===== config.mk =====
export PLATFORM = sky130hd
export DESIGN_NAME = dma_req_arbiter
export DESIGN_NICKNAME = d
export VERILOG_FILES = /design/src/rtl/dma_arb_pkg.sv /design/src/rtl/dma_ext_detect.sv /design/src/rtl/dma_src_mux.sv /design/src/rtl/dma_pick.sv /design/src/rtl/dma_req_arbiter.sv
export SDC_FILE = /design/constraint.sdc
export NUM_CORES = 1
export LEC_CHECK = 0
export ABC_AREA = 1
export CORE_MARGIN = 3
export CORE_UTILIZATION = 53
export CTS_BUF_LIST = sky130_fd_sc_hd__clkbuf_4
export DETAILED_ROUTE_END_ITERATION = 10
export GPL_ROUTABILITY_DRIVEN = 0
export GPL_TIMING_DRIVEN = 1
export PLACE_DENSITY = 0.83
export SYNTH_ARGS = -nofsm -noshare
export SYNTH_HDL_FRONTEND = slang
export SYNTH_SLANG_ARGS = --single-unit
export TNS_END_PERCENT = 1

===== constraint.sdc =====
create_clock -name clk -period 4.3 [get_ports clk]
set_input_delay 0.86 -clock clk [delete_from_list [all_inputs] [get_ports clk]]
set_output_delay 0.86 -clock clk [all_outputs]
set_load 0.02 [all_outputs]

===== src/rtl/dma_arb_pkg.sv =====
package dma_arb_pkg;
  typedef enum logic [1:0] {
    SRC_AUTO   = 2'd0,
    SRC_PERIPH = 2'd1,
    SRC_EXT    = 2'd2,
    SRC_OFF    = 2'd3
  } src_e;

  typedef enum logic [1:0] {
    DET_LOW  = 2'd0,
    DET_HIGH = 2'd1,
    DET_RISE = 2'd2,
    DET_FALL = 2'd3
  } det_e;
endpackage


===== src/rtl/dma_ext_detect.sv =====
module dma_ext_detect
  import dma_arb_pkg::*;
(
  input  logic clk,
  input  logic rst_n,
  input  logic pin,
  input  det_e mode,
  input  logic allow,
  input  logic take,
  output logic req
);
  logic sync1_q, sync2_q, prev_q, held_q;
  logic edge_hit, is_edge, level_hit;

  always_ff @(posedge clk or negedge rst_n) begin
    if (!rst_n) begin
      sync1_q <= 1'b0;
      sync2_q <= 1'b0;
      prev_q  <= 1'b0;
    end else begin
      sync1_q <= pin;
      sync2_q <= sync1_q;
      prev_q  <= sync2_q;
    end
  end

  always_comb begin
    is_edge = (mode == DET_RISE) || (mode == DET_FALL);
    unique case (mode)
      DET_RISE: edge_hit = sync2_q & ~prev_q;
      DET_FALL: edge_hit = ~sync2_q & prev_q;
      default:  edge_hit = 1'b0;
    endcase
    level_hit = (mode == DET_HIGH) ? sync2_q : ~sync2_q;
  end

  // stored edge: dropped when the grant starts or the channel is disabled
  always_ff @(posedge clk or negedge rst_n) begin
    if (!rst_n) held_q <= 1'b0;
    else        held_q <= allow & ~take & (held_q | edge_hit);
  end

  assign req = allow & (is_edge ? (held_q | edge_hit) : level_hit);
endmodule


===== src/rtl/dma_src_mux.sv =====
module dma_src_mux
  import dma_arb_pkg::*;
(
  input  logic allow,
  input  src_e src,
  input  logic auto_live,
  input  logic periph,
  input  logic ext_req,
  output logic req
);
  always_comb begin
    unique case (src)
      SRC_AUTO:   req = allow & auto_live;
      SRC_PERIPH: req = allow & periph;
      SRC_EXT:    req = ext_req;
      default:    req = 1'b0;
    endcase
  end
endmodule


===== src/rtl/dma_pick.sv =====
module dma_pick #(
  parameter int N = 8,
  localparam int W = (N > 1) ? $clog2(N) : 1
) (
  input  logic [N-1:0] req,
  input  logic         rotate,
  input  logic [W-1:0] last,
  output logic [N-1:0] win_oh,
  output logic [W-1:0] win_idx,
  output logic         any
);
  always_comb begin
    int base;
    logic found;
    win_oh  = '0;
    win_idx = '0;
    found   = 1'b0;
    base    = 0;
    if (rotate) base = (int'(last) >= N - 1) ? 0 : int'(last) + 1;
    for (int i = 0; i < N; i++) begin
      int j;
      j = base + i;
      if (j >= N) j = j - N;
      if (!found && req[j]) begin
        found     = 1'b1;
        win_oh[j] = 1'b1;
        win_idx   = W'(j);
      end
    end
    any = found;
  end
endmodule


===== src/rtl/dma_req_arbiter.sv =====
module dma_req_arbiter
  import dma_arb_pkg::*;
#(
  parameter int N_CH  = 8,
  parameter int N_EXT = 4,
  localparam int W = (N_CH > 1) ? $clog2(N_CH) : 1
) (
  input  logic                 clk,
  input  logic                 rst_n,
  input  logic                 glob_en,
  input  logic [N_CH-1:0]      ch_en,
  input  logic [2*N_CH-1:0]    src_sel,
  input  logic [N_CH-1:0]      auto_live,
  input  logic [N_CH-1:0]      periph_req,
  input  logic [N_EXT-1:0]     ext_pin,
  input  logic [2*N_EXT-1:0]   ext_mode,
  input  logic                 rr_mode,
  input  logic                 unit_done,
  output logic [N_CH-1:0]      grant,
  output logic [N_CH-1:0]      ack
);
  logic [N_CH-1:0] req_vec, ext_req, win_oh, grant_q, ack_q;
  logic [W-1:0]    win_idx, last_q;
  logic            any_req, load;

  assign load = (grant_q == '0) | unit_done;

  for (genvar i = 0; i < N_CH; i++) begin : g_ch
    logic allow;
    assign allow = glob_en & ch_en[i];
    if (i < N_EXT) begin : g_pin
      dma_ext_detect u_det (
        .clk   (clk),
        .rst_n (rst_n),
        .pin   (ext_pin[i]),
        .mode  (det_e'(ext_mode[2*i +: 2])),
        .allow (allow),
        .take  (load & win_oh[i]),
        .req   (ext_req[i])
      );
    end else begin : g_nopin
      assign ext_req[i] = 1'b0;
    end
    dma_src_mux u_mux (
      .allow     (allow),
      .src       (src_e'(src_sel[2*i +: 2])),
      .auto_live (auto_live[i]),
      .periph    (periph_req[i]),
      .ext_req   (ext_req[i]),
      .req       (req_vec[i])
    );
  end

  dma_pick #(.N(N_CH)) u_pick (
    .req     (req_vec),
    .rotate  (rr_mode),
    .last    (last_q),
    .win_oh  (win_oh),
    .win_idx (win_idx),
    .any     (any_req)
  );

  always_ff @(posedge clk or negedge rst_n) begin
    if (!rst_n) begin
      grant_q <= '0;
      ack_q   <= '0;
      last_q  <= W'(N_CH - 1);
    end else if (load) begin
      grant_q <= win_oh;
      ack_q   <= win_oh;
      if (any_req) last_q <= win_idx;
    end else begin
      ack_q <= '0;
    end
  end

  assign grant = grant_q;
  assign ack   = ack_q;
endmodule


==> results of run 1 <==
synth_stat cells:
| master | n |
|---|---|
| nor2_8 | 1 |
| xnor2_4 | 1 |
| o21ai_2 | 1 |
| buf_2 | 2 |
| nor2_4 | 3 |
| dfstp_2 | 3 |
| inv_2 | 6 |
| nand4_2 | 1 |
| nor3_2 | 1 |
| or2_2 | 1 |
| a31oi_2 | 1 |
| o21ai_0 | 7 |
| dfrtp_1 | 32 |
| o211ai_1 | 3 |
| buf_6 | 3 |
| nand3b_1 | 6 |
| a211oi_1 | 4 |
| nor4_1 | 1 |
| nand3_2 | 10 |
| ha_1 | 23 |
| nor3_1 | 19 |
| nand2_4 | 3 |
| nand4_4 | 1 |
| nand2_1 | 143 |
| nand2_2 | 9 |
| a21oi_1 | 19 |
| nor2_2 | 4 |
| nand4_1 | 15 |
| o21bai_1 | 4 |
| inv_1 | 83 |
| o21a_1 | 1 |
| o21ai_4 | 1 |
| a21boi_0 | 3 |
| conb_1 | 1 |
| clkbuf_1 | 5 |
| a22oi_1 | 2 |
| o21ai_1 | 2 |
| nand3_1 | 44 |
| nor2_1 | 52 |
layout make-up:
class / instances / area, um2 / share of cell area, %
clock inverters: 3 / 20.02 / 0.4684
flip-flops and latches: 35 / 879.6 / 20.58
clock buffers: 5 / 37.54 / 0.8782
well taps: 75 / 93.84 / 2.196
repair buffers: 79 / 773.2 / 18.09
inverters: 89 / 334.1 / 7.816
multi-input cells: 387 / 2136 / 49.97
critical path, stage by stage:
cell	delay [ns]
clkdlybuf4s50_1	0.57
nand2_1	0.12
nor2_4	0.25
inv_1	0.10
ha_1	0.40
buf_4	0.21
nand3_2	0.11
nand2_1	0.07
nand2_1	0.08
nand2_4	0.09
nand2_4	0.08
nor2_8	0.16
nand4_4	0.13
nor2_4	0.25
nand4_1	0.14
nand3_1	0.19
nand2_1	0.10
inv_1	0.08
where the power goes:
part           internal [mW]  total, mW  switching, mW  leakage, nW
clock network         0.0623      0.180          0.117       0.0272
registers              0.408      0.447         0.0387        0.443
logic                  0.725       2.29           1.56         1.74
how the worst max path moves through the flow:
stage	from	end	slack, ns	cells after the start
after global routing	rr_mode	ack[3]$_DFF_PN0_	0.34	18
after global placement	rr_mode	grant[3]$_DFFE_PN0P_	0.37	18
after detailed placement	rr_mode	ack[3]$_DFF_PN0_	0.30	18
after floorplan	last_q[0]$_DFFE_PN1P_	g_ch[2].g_pin.u_det.held_q$_DFF_PN0_	1.12	22
final	rr_mode	ack[3]$_DFF_PN0_	0.61	18
after CTS	rr_mode	ack[3]$_DFF_PN0_	0.67	18
cell families after synthesis:
| family | after synthesis | share of synthesized area (%) |
|---|---|---|
| other cells | 1 | 0.1099 |
| simple gates | 314 | 44.30 |
| fa+ha+maj | 23 | 8.434 |
| buf+inv | 99 | 11.62 |
| xor+xnor | 1 | 0.8069 |
| flops | 35 | 25.78 |
| compound gates | 48 | 8.947 |
metal layers:
layer | vias up | wire (um)
met5 | - | 0
met4 | 0 | 312
met3 | 55 | 977
met2 | 226 | 4203
met1 | 1606 | 3765
li1 | 1808 | -
metrics by stage:
stage                     hold slack [ns]  instances  power, mW  cell area (um2)  worst slack [ns]
after floorplan                    0.3312        521      2.122             3412             1.122
after global placement             0.3342        665      2.628             4217            0.3666
after detailed placement           0.3363        665      2.670             4217            0.2971
after CTS                          0.3626        673      2.850             4274            0.6653
after global routing               0.3713        673      3.178             4274            0.3449
final                              0.3602        673      2.916             4274            0.6097
sequential cells by signal, indices dropped and copies added (netlist names):
register and count:
ack 8, g_ch.g_pin.u_det.held_q 4, g_ch.g_pin.u_det.prev_q 4, g_ch.g_pin.u_det.sync1_q 4, g_ch.g_pin.u_det.sync2_q 4, grant 8, last_q 3
==> impl_metrics.yaml, run 1 <==
sta:
  fmax_ghz: 0.2710
  finalClockSkew_ns: 0.005071
  min_period_over_period_pct: 85.82
  period_needed_ns: 3.690
  tns_ns: 0
  rsz0062_at_grt: "no"
  setup_viol: 0
  slew_headroom_pct: 64.13
  tightest_slew_ns: 0.5367
  slew_violations: 0
  hold_violations: 0
route:
  drc_errors: 0
  routed_wl_um: 9259
  firstDrtPassIters: 7
  postRouteAntennaNets: 0
  drt_iter0_drc: 459
  routed_via_density: 5.490
  vias: 3695
  wl_per_cell_um: 13.76
worst_setup_path:
  crit_path_end_kind: "flip-flop"
  cp.arrival_ns: 3.98
  worstPathRequired_ns: 4.59
  startpoint_type: "input port"
  r2r_cells: 22
  r2r_start: "last_q[0]$_DFFE_PN1P_"
  critPathKind: "in -> reg"
  r2r-end: "ack[3]$_DFF_PN0_"
  cp_max_fo: 11
  reg2reg_slack_ns: 0.79
cts:
  post_cts_resized: 0
  path_clk_slew_ns: 0.11
  clock-root-buffer: "clkbuf_4"
  clk_latency_ns: 0.34
  cts_buffer_depth: 2
  clock-sinks: 35
  numCtsBuffers: 5
  holdBufCountCts: 0
  htree_levels: 2
  postCtsSetupBuffers: 0
  cts_tree: "built"
synthesis:
  synth_top_area_share_pct: 23.47
  yosys.area.top_type: "dfrtp_1"
  synth_cell_types: 39
  yosysWarnings: 0
  synth_top_cells_by_area: "dfrtp_1 (23%), nand2_1 (16%), inv_1 (9.1%)"
  yosysSeqAreaShare_pct: 25.78
  syn_nets: 601
  synthCells: 521
  syn_area_um2: 3412
  syn_avg_cell_area_um2: 6.549
  synth_seq_cells: 35
floorplanning:
  num_rows: 28
  die_area_um2: 7436
  io_pins: 73
  core_area_um2: 6061
  die-width_um: 86.24
  die_y_um: 86.24
  start_util_pct: 56.30
grt:
  grt_pass1_vias: 3560
  grtUsageTotal_pct: 26.23
  antenna_found_initial: 0
  overflow: 0
  gr-usage-met2_pct: 44.78
  grt_most_used_layer: "met2"
  grt.met1_usage_pct: 33.29
  met3_usage_pct: 4.658
  grt_pass1_wl_um: 15970
  grt_max_degree: 36
power:
  pwr_density_cell_nw_per_um2: 682.2
  leakagePower_nw: 2.214
  ir_drop_mv: 0.6620
final_layout:
  insertedDiodeCount: 0
  area_growth_pct: 25.27
  nets: 677
  fin_util_pct: 70.52
  layout.cells.most_common: "nand2_1"
  nFillCells: 495
  drive_gt1_share_pct: 10.37
  layout_common_cells: "nand2_1 (143), inv_1 (83), clkdlybuf4s50_1 (72)"
hold_path:
  min_path_cells: 0
  hold_end: "g_ch[1].g_pin.u_det.sync2_q$_DFF_PN0_"
  worstHoldPathType: "reg -> reg"
  hp-start: "g_ch[1].g_pin.u_det.sync1_q$_DFF_PN0_"
status:
  outcome: "completed"
placed_design:
  hpwlAfterDp_um: 7339
  io_buffers: 72
run:
  maxCapViolations: 0
(Power assumes the default switching activity.)
==> inputs of run 2 (changes only) <==
--- a/config.mk
+++ b/config.mk
@@ -11,8 +11,8 @@
 export CTS_BUF_LIST = sky130_fd_sc_hd__clkbuf_4
 export DETAILED_ROUTE_END_ITERATION = 10
 export GPL_ROUTABILITY_DRIVEN = 0
-export GPL_TIMING_DRIVEN = 1
 export PLACE_DENSITY = 0.83
+export RECOVER_POWER = 100
 export SYNTH_ARGS = -nofsm -noshare
 export SYNTH_HDL_FRONTEND = slang
 export SYNTH_SLANG_ARGS = --single-unit
==> run 2 against run 1 <==
The flow now finishes with violations (max-capacitance violations, max-slew violations). Routed wire length fell by 0.62%. Clock power barely moved. First-iteration DRC count fell by 16%. Register-to-register slack got worse by 0.03 ns. Combinational power barely moved. Power fell by 0.98%. Hold slack barely moved. Sequential share of layout area rose by 0.066 points. Non-clock buffer count did not move. Final cell count did not move. Critical path depth did not move. Critical path type unchanged.
==> impl_metrics.yaml, run 2 (synthesized netlist as in run 1, its figures left out) <==
status:
  outcome: "complete, but fails checks"
  violations: "max-capacitance violations, max-slew violations"
floorplanning:
  die_y_um: 86.24
  num_rows: 28
  start_util_pct: 56.30
  die_area_um2: 7436
  io_pins: 73
  core_area_um2: 6061
  die-width_um: 86.24
worst_setup_path:
  cp_max_fo: 11
  critPathKind: "in -> reg"
  worstPathRequired_ns: 4.58
  r2r_cells: 22
  cp.arrival_ns: 4.08
  r2r-end: "ack[3]$_DFF_PN0_"
  startpoint_type: "input port"
  r2r_start: "last_q[0]$_DFFE_PN1P_"
  reg2reg_slack_ns: 0.76
  crit_path_end_kind: "flip-flop"
final_layout:
  drive_gt1_share_pct: 9.866
  nets: 677
  area_growth_pct: 24.86
  insertedDiodeCount: 0
  fin_cells: 673
  nFillCells: 496
  layout_common_cells: "nand2_1 (143), inv_1 (83), nor2_1 (52)"
  layout.cells.most_common: "nand2_1"
route:
  routed_via_density: 5.511
  drt_iter0_drc: 384
  postRouteAntennaNets: 0
  firstDrtPassIters: 6
  vias: 3709
  drc_errors: 0
  routed_wl_um: 9202
  wl_per_cell_um: 13.67
cts:
  clock-sinks: 35
  cts_tree: "built"
  htree_levels: 2
  path_clk_slew_ns: 0.11
  cts_buffer_depth: 2
  numCtsBuffers: 5
  clk_latency_ns: 0.34
  postCtsSetupBuffers: 0
  post_cts_resized: 0
  clock-root-buffer: "clkbuf_4"
  holdBufCountCts: 0
run:
  maxCapViolations: 1
power:
  pwr_density_cell_nw_per_um2: 677.7
  total_power_mw: 2.887
  ir_drop_mv: 0.6578
  leakagePower_nw: 2.250
sta:
  finalClockSkew_ns: 0.004913
  period_needed_ns: 3.794
  tns_ns: 0
  fin_ws_ns: 0.5058
  slew_violations: 36
  min_period_over_period_pct: 88.24
  setup_viol: 0
  slew_headroom_pct: -21.60
  tightest_slew_ns: 1.824
  hold_violations: 0
  holdWs_ns: 0.3603
  rsz0062_at_grt: "no"
  fmax_ghz: 0.2636
grt:
  grt_pass1_vias: 3560
  met3_usage_pct: 4.658
  grt_pass1_wl_um: 15970
  grt_max_degree: 36
  antenna_found_initial: 0
  gr-usage-met2_pct: 44.78
  overflow: 0
  grt_most_used_layer: "met2"
  grt.met1_usage_pct: 33.29
  grtUsageTotal_pct: 26.23
placed_design:
  io_buffers: 72
  place_ws_ns: 0.2971
  dp_cells: 665
  hpwlAfterDp_um: 7339
hold_path:
  hp-start: "g_ch[1].g_pin.u_det.sync1_q$_DFF_PN0_"
  hold_end: "g_ch[1].g_pin.u_det.sync2_q$_DFF_PN0_"
  worstHoldPathType: "reg -> reg"
  min_path_cells: 0
[run 2: where the power goes]
| part | internal [mW] | total (mW) | leakage [nW] | switching (mW) |
|---|---|---|---|---|
| clock | 0.0624 | 0.179 | 0.0272 | 0.117 |
| sequential | 0.408 | 0.445 | 0.443 | 0.0368 |
| combinational | 0.708 | 2.26 | 1.78 | 1.56 |
[run 2: per-stage QoR]
stage,util (%),area [um2]
floorplan,-,3412
finish,70.29,4260
global placement,69.57,4217
detailed placement,69.57,4217
global route,70.29,4260
CTS,70.52,4274
[run 2: routing by layer]
metal | vias up | part of all wire, % | wire length [um]
met5 | - | 0 | 0
met1 | 1605 | 40 | 3681
met2 | 239 | 45 | 4155
met4 | 0 | 3.8 | 346
met3 | 53 | 11 | 1019
li1 | 1812 | - | -
[run 2: layout make-up]
| class | count | area [um2] | area share [%] |
|---|---|---|---|
| clock buffer | 5 | 37.54 | 0.8811 |
| clock inverter | 3 | 20.02 | 0.4699 |
| inverter | 89 | 334.1 | 7.841 |
| multi-input combinational | 387 | 2126 | 49.90 |
| sequential | 35 | 879.6 | 20.65 |
| tap | 75 | 93.84 | 2.203 |
| timing repair buffer | 79 | 769.5 | 18.06 |
[run 2: worst max path at each step]
| stage | from | end | slack, ns | cells past startpoint |
|---|---|---|---|---|
| after floorplan | last_q[0]$_DFFE_PN1P_ | g_ch[2].g_pin.u_det.held_q$_DFF_PN0_ | 1.12 | 22 |
| after global placement | rr_mode | grant[3]$_DFFE_PN0P_ | 0.37 | 18 |
| after detailed placement | rr_mode | ack[3]$_DFF_PN0_ | 0.30 | 18 |
| after CTS | rr_mode | ack[3]$_DFF_PN0_ | 0.67 | 18 |
| after global routing | rr_mode | ack[3]$_DFF_PN0_ | 0.22 | 18 |
| final | rr_mode | ack[3]$_DFF_PN0_ | 0.51 | 18 |
[run 2: critical path, cell delays in order]
cell,delay [ns]
dlygate4sd3_1,0.65
nand2_1,0.12
nor2_4,0.24
inv_1,0.09
ha_1,0.40
buf_4,0.21
nand3_1,0.14
nand2_1,0.08
nand2_1,0.08
nand2_4,0.09
nand2_4,0.08
nor2_8,0.16
nand4_4,0.13
nor2_4,0.25
nand4_1,0.13
nand3_1,0.18
nand2_1,0.09
inv_1,0.08
